File: src/rtl/cell_balance_ctrl.sv
module cell_balance_ctrl #(
  parameter int NCELL    = 4,
  parameter int DW       = 16,
  parameter int CW       = 16,
  parameter int AW       = 3,
  parameter int DBAND    = 20,
  parameter int VMAX_RST = 3600,
  parameter int VMIN_RST = 2500,
  parameter int STEP_RST = 50,
  parameter int TLIM_RST = 600
) (
  input  logic                   clk,
  input  logic                   rst_n,
  input  logic                   sample_i,
  input  logic [NCELL*DW-1:0]    cell_mv_i,
  input  logic signed [CW-1:0]   pack_ma_i,
  input  logic [NCELL*DW-1:0]    cell_temp_i,
  input  logic                   reg_we_i,
  input  logic [AW-1:0]          reg_addr_i,
  input  logic [DW-1:0]          reg_wdata_i,
  output logic [DW-1:0]          reg_rdata_o,
  output logic [NCELL-1:0]       bypass_o,
  output logic                   charging_o,
  output logic                   overtemp_o,
  output logic                   undervolt_o,
  output logic                   done_o,
  output logic                   led_act_o,
  output logic                   led_chg_o,
  output logic                   led_dis_o
);
  localparam int MAN_BASE = 4;
  localparam logic signed [CW-1:0] DB_POS = CW'(DBAND);
  localparam logic signed [CW-1:0] DB_NEG = -DB_POS;

  logic [DW-1:0] vmax_q, vmin_q, step_q, tlim_q;
  logic [DW-1:0] man_q [NCELL];
  logic [DW-1:0] cv [NCELL];
  logic [DW-1:0] ct [NCELL];
  logic [NCELL-1:0] byp_q, hot, low, full, high, autob, man_on;
  logic chg_q, ot_q, uv_q, done_q;
  logic [DW-1:0] vlow;
  logic [DW:0] thr;
  logic chg_nx, ot_nx;

  for (genvar i = 0; i < NCELL; i++) begin : g_cell
    assign cv[i]     = cell_mv_i[i*DW +: DW];
    assign ct[i]     = cell_temp_i[i*DW +: DW];
    assign hot[i]    = ct[i] > tlim_q;
    assign low[i]    = cv[i] <= vmin_q;
    assign full[i]   = cv[i] >= vmax_q;
    assign high[i]   = {1'b0, cv[i]} >= thr;
    assign autob[i]  = chg_nx && (high[i] || full[i]);
    assign man_on[i] = man_q[i] != '0;

    wire wr_hit = reg_we_i && (reg_addr_i == AW'(MAN_BASE + i));

    always_ff @(posedge clk or negedge rst_n) begin
      if (!rst_n)                   man_q[i] <= '0;
      else if (sample_i && ot_nx)   man_q[i] <= '0;
      else if (wr_hit && !ot_q)     man_q[i] <= reg_wdata_i;
      else if (sample_i && man_on[i]) man_q[i] <= man_q[i] - 1'b1;
    end
  end

  always_comb begin
    vlow = cv[0];
    for (int i = 1; i < NCELL; i++)
      if (cv[i] < vlow) vlow = cv[i];
  end

  assign thr    = {1'b0, vlow} + {1'b0, step_q};
  assign chg_nx = (pack_ma_i > DB_POS) ? 1'b1 : (pack_ma_i < DB_NEG) ? 1'b0 : chg_q;
  assign ot_nx  = |hot;

  always_ff @(posedge clk or negedge rst_n) begin
    if (!rst_n) begin
      chg_q  <= 1'b0;
      ot_q   <= 1'b0;
      uv_q   <= 1'b0;
      done_q <= 1'b0;
      byp_q  <= '0;
    end else if (sample_i) begin
      chg_q  <= chg_nx;
      ot_q   <= ot_nx;
      uv_q   <= !chg_nx && (|low);
      done_q <= chg_nx && (&full);
      byp_q  <= ot_nx ? '0 : (man_on | autob);
    end
  end

  always_ff @(posedge clk or negedge rst_n) begin
    if (!rst_n) begin
      vmax_q <= DW'(VMAX_RST);
      vmin_q <= DW'(VMIN_RST);
      step_q <= DW'(STEP_RST);
      tlim_q <= DW'(TLIM_RST);
    end else if (reg_we_i) begin
      case (reg_addr_i)
        AW'(0): vmax_q <= reg_wdata_i;
        AW'(1): vmin_q <= reg_wdata_i;
        AW'(2): step_q <= reg_wdata_i;
        AW'(3): tlim_q <= reg_wdata_i;
        default: ;
      endcase
    end
  end

  always_comb begin
    case (reg_addr_i)
      AW'(0):  reg_rdata_o = vmax_q;
      AW'(1):  reg_rdata_o = vmin_q;
      AW'(2):  reg_rdata_o = step_q;
      AW'(3):  reg_rdata_o = tlim_q;
      default: reg_rdata_o = '0;
    endcase
    for (int i = 0; i < NCELL; i++)
      if (reg_addr_i == AW'(MAN_BASE + i)) reg_rdata_o = man_q[i];
  end

  assign bypass_o    = byp_q;
  assign charging_o  = chg_q;
  assign overtemp_o  = ot_q;
  assign undervolt_o = uv_q;
  assign done_o      = done_q;
  assign led_act_o   = |byp_q;
  assign led_chg_o   = chg_q;
  assign led_dis_o   = !chg_q;

  AST_DEADBAND_HOLD: assert property (@(posedge clk) disable iff (!rst_n)
    sample_i && pack_ma_i >= DB_NEG && pack_ma_i <= DB_POS |=> $stable(charging_o));
  AST_DISCH_NO_AUTO: assert property (@(posedge clk) disable iff (!rst_n)
    sample_i && pack_ma_i < DB_NEG && man_on == '0 |=> bypass_o == '0);
  AST_HOT_ALL_OFF: assert property (@(posedge clk) disable iff (!rst_n)
    overtemp_o |-> bypass_o == '0);
  AST_HOT_CANCELS_MAN: assert property (@(posedge clk) disable iff (!rst_n)
    overtemp_o |-> man_on == '0);
  AST_UV_IN_DISCH: assert property (@(posedge clk) disable iff (!rst_n)
    undervolt_o |-> !charging_o);
  AST_DONE_IN_CHG: assert property (@(posedge clk) disable iff (!rst_n)
    done_o |-> charging_o);
  AST_HELD_BETWEEN: assert property (@(posedge clk) disable iff (!rst_n)
    !sample_i |=> $stable(bypass_o) && $stable(charging_o) && $stable(done_o)
                  && $stable(overtemp_o) && $stable(undervolt_o));
endmodule

File: config.mk
export PLATFORM = sky130hd
export DESIGN_NAME = cell_balance_ctrl
export DESIGN_NICKNAME = d
export VERILOG_FILES = /design/src/rtl/cell_balance_ctrl.sv
export SDC_FILE = /design/constraint.sdc
export NUM_CORES = 1
export LEC_CHECK = 0
export ABC_CLOCK_PERIOD_IN_PS = 4340
export BUFFER_PORTS_ARGS = -buffer_cell sky130_fd_sc_hd__clkbuf_2
export CORE_UTILIZATION = 55
export DETAILED_ROUTE_END_ITERATION = 7
export HOLD_SLACK_MARGIN = 0.15
export PLACE_DENSITY = 0.81
export RECOVER_POWER = 25
export SYNTH_ARGS = -nofsm -noshare
export SYNTH_HDL_FRONTEND = slang
export SYNTH_SLANG_ARGS = --single-unit
File: constraint.sdc
create_clock -name clk -period 4.34 [get_ports clk]
set_clock_uncertainty 0.15 [all_clocks]
set_input_delay 0.434 -clock clk [delete_from_list [all_inputs] [get_ports clk]]
set_output_delay 0.434 -clock clk [all_outputs]
set_load 0.05 [all_outputs]
; ---- Word level (Yosys, flattened, before mapping)
; Index checks and enable logic that the tools add are counted.
[op_classes]
add_sub_neg = 5
order_cmp = 21
n_eq_ne = 7
mux = 23
n_bitwise = 1
n_reduce_logical = 43
[ops]
columns = operator, count
row1 = 16-bit 2-to-1 mux, 19
row2 = 16-bit by 17-bit >= comparator with 1-bit output, 4
row3 = 16-bit >= comparator, 4
row4 = 16-bit greater-than comparator, 4
row5 = 16-bit less-or-equal comparator, 4
row6 = 16-bit case mux with 4 select lines, 1
row7 = 16-bit nonzero test, 4
row8 = "16-bit by 1-bit subtractor with 16-bit output, second input constant", 4
row9 = 16-bit less-than comparator, 3
row10 = 1-bit logical AND, 19
row11 = 16-bit by 16-bit adder with 17-bit output, 1
row12 = "16-bit by 6-bit greater-than comparator with 1-bit output, second input constant", 1
row13 = "16-bit by 6-bit less-than comparator with 1-bit output, second input constant", 1
row14 = "3-bit == test, second input constant", 4
row15 = 3-bit nonzero test, 4
row16 = 4-bit OR reduction, 3
row17 = 2-bit AND reduction, 4
row18 = "3-bit by 2-bit == test with 1-bit output, second input constant", 2
row19 = 1-bit logical OR, 4
row20 = 4-bit 2-to-1 mux, 1
row21 = 4-bit OR, 1
row22 = 4-bit AND reduction, 1
row23 = "3-bit by 1-bit == test with 1-bit output, second input constant", 1
row24 = 1-bit zero test, 3
row25 = other kinds (2), 3
[word_totals]
ff_bits = 136
input_bits = 167
output_inout_bits = 27

; ---- Depth between registers and ports, before layout
; Gate-level depths: netlist of the first run.
[depth]
depth_word = 12
mapped_depth = 53
ltp_nobuf = 49

; ---- Worst setup path before layout of the first run
; Ideal clock, no wire load.
[synth_path]
path_kind = input to register
from = input cell_mv_i[1]
to = register byp_q[3], in the netlist bypass_o[3]
setup_time_ps = 95
arrival_time_ps = 10653
t_required_ps = 4095
setup_slack_ps = -6558
path_stages = 49
n_path_buf = 3
path_cell_list = inv_1 -> ha_1 -> a21o_1 -> a211o_1 -> a21oi_1 -> o31ai_1 -> nor2_1 -> buf_2 -> mux2_2 -> inv_1 -> ha_1 -> a211oi_1 -> o21ai_0 -> a221o_1 -> nor3_1 -> nand3b_1 -> mux2i_1 -> a311o_1 -> [... 13 more ...] -> ha_1 -> a211oi_1 -> o21ai_0 -> a31oi_1 -> o21ai_0 -> a31o_2 -> a21oi_1 -> o21bai_1 -> a21oi_1 -> xor2_1 -> ha_1 -> nand4_1 -> o31ai_1 -> o31ai_1 -> maj3_1 -> maj3_1 -> o221a_1 -> o31ai_1
[synth_between]
elab_chain_len = 12
[synth_lines]
columns = element, line_no
row1 = from (decl), 15  ; input logic [NCELL*DW-1:0] cell_mv_i,
row2 = 16-bit less-than comparator, 68  ; if (cv[i] < vlow) vlow = cv[i];
row3 = 16-bit 2-to-1 mux (*), 68
row4 = 16-bit less-than comparator, 68
row5 = 16-bit 2-to-1 mux (*), 68
row6 = 16-bit less-than comparator, 68
row7 = 16-bit 2-to-1 mux (*), 68
row8 = 16-bit by 16-bit adder with 17-bit output (*), 71  ; assign thr = {1'b0, vlow} + {1'b0, step_q};
row9 = 16-bit by 17-bit >= comparator with 1-bit output (*), 51  ; assign high[i] = {1'b0, cv[i]} >= thr;
row10 = 1-bit logical OR (*), 52  ; assign autob[i] = chg_nx && (high[i] || full[i]);
row11 = 1-bit logical AND (*), 52
row12 = 4-bit OR (*), 87  ; byp_q <= ot_nx ? '0 : (man_on | autob);
row13 = 4-bit 2-to-1 mux (*), 87
row14 = to (signal assigned), 87
row15 = to (decl), 39  ; logic [NCELL-1:0] byp_q, hot, low, full, high, autob, man_on;
; Mark *: on every way between the ends. The rest lies on a longest branch, timed or not.
; A chain may end at the register's enable or synchronous reset.

; ---- Worst setup path in the final report of the first run
[layout_path]
from = input cell_mv_i[1]
to = register byp_q[1], in the netlist bypass_o[1]
; The elaborated chain is that of the path after synthesis.

==> run metrics, run 1 <==
status=finished, violations left; failing checks=capacitance limit, slew limit, setup timing; fin. max-slew vios=113; CP endpoint kind=flip-flop; CP dominant cell by count=a21o_1; crit-path max FO=8; Worst Hold Class=in -> reg; clk slew on worst S/H paths=80 ps; clock latency at the later pin of the worst-skew pair=440 ps; placed instance area=18,900 um2; final hold violation count=0; commonest non-fill, non-tap cells in the layout=302 x ha_1, 220 x buf_4, 187 x clkbuf_2; Post-synth EDFFs=0; crit path max-delay cell type=a221o_1; clock root cell=clkbuf_16; crit path launch=cell_mv_i[1]; Logic pwr share=65.9%; Final #Nets=2,719; Initial Util=56.7%; Via density=6.57; worst slew pin tran=2880 ps; Post-Syn Area=16,000 um2; register area share after synthesis=21.5%; grt ovf=0; vias in the first global route=16.9k; Area Growth Syn to Fin=25.0%; core box area=28,200 um2; largest net degree at the start of global routing=113; fraction of layout cells with a size suffix above 1=27.6%; Max H-tree Level=4; library cells used by synthesis=87; R2R depth=21; n_diodes=0; Final period util=234%; row count=61; post-route setup TNS=-22,800 ps; DP HPWL=48.1 mm; first-pass GRT wire length=92.8 mm; R2R Path End=bypass_o[1]; Power Internal=0.00546 W; Routed WL per cell=23.5 um; type of origin of the critical path=input port; fin crit period=10,140 ps; Power Density=527 nW/um2; r2r setup slk=-290 ps; TritonCTS Sinks=136; MaxCap Viol Count=1; register area=3420 um2; ANT nets after route=0; met3 track demand over resource=8.47%; GR Util All Layers=41.7%; Synth Area per Inst=8.55 um2; RSZ-0062 raised after global routing=true; Final WS setup=-5800 ps; Seq cells post-synth=136; Critical Path End=bypass_o[1]; GRT busiest layer=met2; FFs w/ async S/R, synth=100%; TritonRoute pass-1 iters=6; DR iter-0 viols=1,695; Mapped Cells=1,867; Post-synth top flop=dfrtp_1; initial antenna violation count=0; Clk pwr share=13.4%; delay of the slowest critical-path stage=390 ps; multi-input logic area=12,200 um2; Seq pwr share=20.7%; Critical R2R Launch=step_q[1]; TritonCTS clock tree=built; most common cell after layout, fill and taps aside=ha_1; Post-Route WL=61.7 mm; Chip Height=172 um; DR vias=17.3k; met1 layer usage reported by global route=51.0%; CP Data Arrival Time=10,290 ps; DP Cell Count=2,573; final core occ=70.8%; IO Count=194; design area=19,900 um2; CTS Buf Count=17; synth warn=0; DRC viols=0; relative slew slack=-91.9%; Switching Share=48.1%; gp weighted congestion=1.07; die width=172 um; met2 Use GR=65.6%; I/O Buffers=193; P_leak=9.83 nW; Mapped Nets=2,349; # setup viols final=4; Die ar.=29,700 um2; Sw Pwr=0.00506 W; worst vdd ir=0.000335 V; Max Freq=98.6 MHz; non-filler cells, final=2,628; deepest clock path buffer count=2; required time of the critical path=4490 ps; Setup CP Type=in -> reg; FILL cells=2,186
==> synth_stat cells (all sizes together), types with 6 or more instances <==
cell	n	area share [%]
o21ai	157	5.0
nand3	39	1.2
a21oi	109	3.5
clkbuf	60	1.4
nand2b	26	1.1
xnor2	11	0.60
a211oi	31	1.5
nor3	40	1.3
or3	22	0.93
o22ai	15	0.59
o2bb2ai	7	0.38
o311ai	6	0.33
dfstp	16	2.6
o41ai	7	0.38
nor4	21	0.86
inv	135	3.2
o211ai	13	0.61
ha	314	25
o31ai	20	1.1
xor2	13	0.71
o21a	27	1.3
nand4	48	1.9
nand2	136	3.2
or4	14	0.75
dfrtp	120	19
nor2	103	2.5
buf	13	0.44
a21o	54	2.5
a221o	7	0.44
a22oi	19	0.89
nor2b	27	1.1
a31oi	9	0.35
o221ai	20	1.1
mux2i	55	3.4
mux2	61	4.3
a22o	9	0.49
==> how the worst min path moves through the flow <==
stage / from / slack (ps) / cells past startpoint / end
finish: reg_wdata_i[14] / 270 / 3 / vmin_q[14]
global placement: done_o / 350 / 2 / done_o
detailed placement: done_o / 340 / 2 / done_o
CTS: reg_wdata_i[14] / 250 / 3 / vmin_q[14]
floorplan: rst_n / -10 / 0 / bypass_o[0]
global route: reg_wdata_i[6] / 280 / 3 / vmin_q[6]
==> critical path: cells and delay by family <==
| kind | cells | cell delay, ps |
|---|---|---|
| compound gates | 27 | 5120 |
| fa+ha+maj | 6 | 1340 |
| simple gates | 7 | 1170 |
| buf+inv | 8 | 1020 |
| mux | 4 | 1000 |
| xor+xnor | 1 | 210 |
==> logic make-up after synthesis <==
family | synth area share (%)
buf+inv | 5.03
simple gates | 16.0
mux | 7.75
compound gates | 23.5
flops | 21.5
xor+xnor | 1.32
fa+ha+maj | 25.0
==> sequential cells by signal, indices dropped and copies added (netlist names) <==
register,flops
man_q,64
step_q,16
tlim_q,16
vmax_q,16
vmin_q,16
bypass_o,4
charging_o,1
done_o,1
overtemp_o,1
undervolt_o,1
==> per-layer routing <==
layer	vias up	share of wire, %
met2	1078	43
met3	312	9.9
met5	-	0
li1	7799	-
met1	8066	39
met4	0	7.8
==> metrics by stage <==
stage,power (W),setup slack (ps),hold WS [ps]
after global routing,0.0112,-6210,280
final,0.0105,-5800,267
after detailed placement,0.00841,-6640,335
after CTS,0.0101,-5560,247
after floorplan,0.00613,-5570,-11.6
after global placement,0.00814,-6440,349
==> power groups by stage <==
stage          registers [W]  logic, W  clock network [W]
4_1_cts              0.00213   0.00652            0.00141
2_1_floorplan        0.00200   0.00413                  0
3_3_place_gp         0.00213   0.00602                  0
5_1_grt              0.00220   0.00752            0.00147
3_5_place_dp         0.00215   0.00626                  0
6_report             0.00217   0.00693            0.00141
==> repair_timing <==
item	4_1_cts	5_1_grt
buffers inserted	15	9
gates cloned	0	0
hold buffers	1	0
setup endpoints to repair	4	4
hold endpoints to repair	97	0
pin swaps	51	37
resized for setup	33	34
==> final cells by class <==
class                   instances  share of cell area, %
clock buffers                  17                   2.13
clock inverters                15                  0.677
inverters                     135                   2.59
multi-input cells            1523                   61.2
flip-flops and latches        136                   17.2
well taps                     378                   2.37
repair buffers                424                   13.9
Note: power is estimated with default switching activity, not from simulation.
==> inputs of run 2 (changes only) <==
- HOLD_SLACK_MARGIN: 0.15 -> not set
- REMOVE_ABC_BUFFERS: not set -> 1
==> run 2 against run 1 <==
Against the previous run: sequential power about the same; non-clock buffer count up 44; critical endpoint is now bypass_o[3]; sequential cell count unchanged; hold slack worse by 1.9 ps; sequential share of layout area down 0.38 points; clock-buffer cell count unchanged; total power up 3.3%; the flow still finishes with violations (capacitance limit, slew limit, setup timing); combinational power up 4.9%; highest routed layer unchanged; register-to-register slack worse by 120 ps; final area up 2.3%; critical path depth down 3; critical path type unchanged.
==> run metrics, run 2 (synthesis gave the netlist of run 1 again) <==
met2 Use GR=68.4% (+2.8 points); worst vdd ir=0.000234 V (-30%); DRC viols=0 (unchanged); CTS Buf Count=17 (unchanged); Worst Hold Class=in -> reg; P_leak=10.1 nW (+2.6%); WHS Endpoint=vmax_q[11]; die width=172 um (unchanged); R2R depth=17 (-19%); ANT nets after route=0 (unchanged); TritonCTS Sinks=136 (unchanged); FILL cells=2,217 (+1.4%); MaxCap Viol Count=1 (unchanged); CP endpoint kind=flip-flop; fin. max-slew vios=90 (-20%); post-route setup TNS=-23,090 ps (-285 ps); dpl ws=-7130 ps (-495 ps); worst slew pin tran=2290 ps (-586 ps); delay of the slowest critical-path stage=430 ps (+40 ps); required time of the critical path=4540 ps (+50 ps); RSZ-0062 raised after global routing=true; crit path max-delay cell type=a2111o_1; I/O Buffers=193 (unchanged); CP dominant cell by count=a21o_1; max FFs per register=64 (unchanged); GRT busiest layer=met2; vias in the first global route=17.0k (+0.59%); Max H-tree Level=4 (unchanged); most common cell after layout, fill and taps aside=ha_1; first-pass GRT wire length=92.6 mm (-0.27%); Worst Hold Launch=reg_wdata_i[11]; Power Density=533 nW/um2 (+1.0%); Max Freq=98.2 MHz (-0.35%); R2R Path End=bypass_o[3]; relative slew slack=-52.8% (+39 points); crit path launch=cell_mv_i[29]; Final WS setup=-5840 ps (-36.1 ps); final hold violation count=0 (unchanged); Final period util=235% (+0.83 points); clock root cell=clkbuf_16; Levels on crit path=50 (-5.7%); fin crit period=10,180 ps (+36.0 ps); non-filler cells, final=2,672 (+1.7%); Routed WL per cell=23.0 um (-2.0%); Largest Register=man_q; crit-path max FO=7 (-1); clk slew on worst S/H paths=80 ps (about the same); gp weighted congestion=1.03 (-3.1%); n_diodes=0 (unchanged); Worst Path Buf+Inv=8 (unchanged); DR iter-0 viols=1,655 (-2.4%); TritonCTS clock tree=built; Final #Nets=2,763 (+1.6%); IO Count=194 (unchanged); core box area=28,200 um2 (unchanged); clock latency at the later pin of the worst-skew pair=440 ps (about the same); Setup CP Type=in -> reg; grt ovf=0 (unchanged); Initial Util=56.7% (unchanged); met1 layer usage reported by global route=49.4% (-1.6 points); Critical R2R Launch=step_q[1]; critical path's top delay family=compound AO/OA/AOI/OAI gates; Area Growth Syn to Fin=27.8%; CP Data Arrival Time=10,380 ps (+90 ps); final core occ=72.4% (+1.6 points); Chip Height=172 um (unchanged); commonest non-fill, non-tap cells in the layout=301 x ha_1, 259 x buf_4, 191 x clkbuf_2; Post-Route WL=61.5 mm (-0.35%); row count=61 (unchanged); initial antenna violation count=0 (unchanged); failing checks=capacitance limit, slew limit, setup timing; fraction of layout cells with a size suffix above 1=29.6% (+2.0 points); GR Util All Layers=41.7% (about the same); design area=20,400 um2 (+2.3%); r2r setup slk=-410 ps (-120 ps); DR vias=17.1k (-0.72%); type of origin of the critical path=input port; DP Cell Count=2,607 (+1.3%); hold depth=3 (unchanged); status=finished, violations left; DP HPWL=48.1 mm (about the same); # setup viols final=4 (unchanged); placed instance area=18,900 um2 (+0.49%); Via density=6.41 (-2.4%); met3 track demand over resource=5.52% (-3.0 points); deepest clock path buffer count=2 (unchanged); Die ar.=29,700 um2 (unchanged); largest net degree at the start of global routing=90 (-20%); TritonRoute pass-1 iters=7 (+1)
==> run 2: changes by cell type in the layout (fill, tap and decap cells not counted), sizes merged <==
cell,delta
clkinvlp,-1
clkbuf,-1
inv,+3
buf,+45
clkinv,-2
==> run 2: what timing repair did <==
| action | in CTS | in global routing |
|---|---|---|
| gates resized for setup | 83 | 38 |
| hold buffers | 1 | 0 |
| hold endpoints to repair | 78 | 0 |
| endpoints found under the setup margin | 4 | 4 |
| pin swaps | 65 | 34 |
| cloned | 1 | 0 |
| setup buffers | 30 | 8 |
==> run 2: report_power, final <==
part / internal (W) / switching (W) / total, W
Clock: 0.000769 / 0.000681 / 0.00145
Combinational: 0.00327 / 0.00400 / 0.00727
Sequential: 0.00165 / 0.000495 / 0.00215
Total: 0.00569 / 0.00518 / 0.0109
==> run 2: area by class of cell <==
type	instances	area (um2)	area share, %
multi-input combinational	1523	12300	60.2
sequential	136	3420	16.8
timing repair buffer	468	3130	15.3
inverter	135	509	2.50
tap	378	473	2.32
clock buffer	17	425	2.09
clock inverter	15	153	0.748
==> run 2: metrics by stage <==
stage	power (W)	hold slack, ps
finish	0.0109	265
global route	0.0116	280
CTS	0.0105	248
detailed placement	0.00865	318
global placement	0.00843	322
floorplan	0.00601	-11.6
==> run 2: how the worst max path moves through the flow <==
stage               slack [ps]           to
global placement         -6940  bypass_o[3]
floorplan                -7320  bypass_o[3]
detailed placement       -7130  bypass_o[3]
finish                   -5840  bypass_o[3]
CTS                      -5700  bypass_o[3]
global route             -6230  bypass_o[0]
==> run 2: worst reg2reg max path: stages (launching register included) <==
cell	delay (ps)
dfstp_2	570
inv_1	80
fa_1	450
nand3b_1	240
a31oi_4	230
o22a_1	250
a221oi_4	110
o21ai_2	250
xnor2_2	120
buf_4	170
ha_4	260
nand4_1	220
o31ai_1	270
o31ai_1	130
maj3_2	330
maj3_2	340
o221a_1	260
o31ai_2	230
==> run 2: metal layers <==
layer | wire [um] | part of all wire (%)
met1 | 23900 | 39
met2 | 27900 | 45
met3 | 4610 | 7.5
met4 | 5080 | 8.3
met5 | 0 | 0
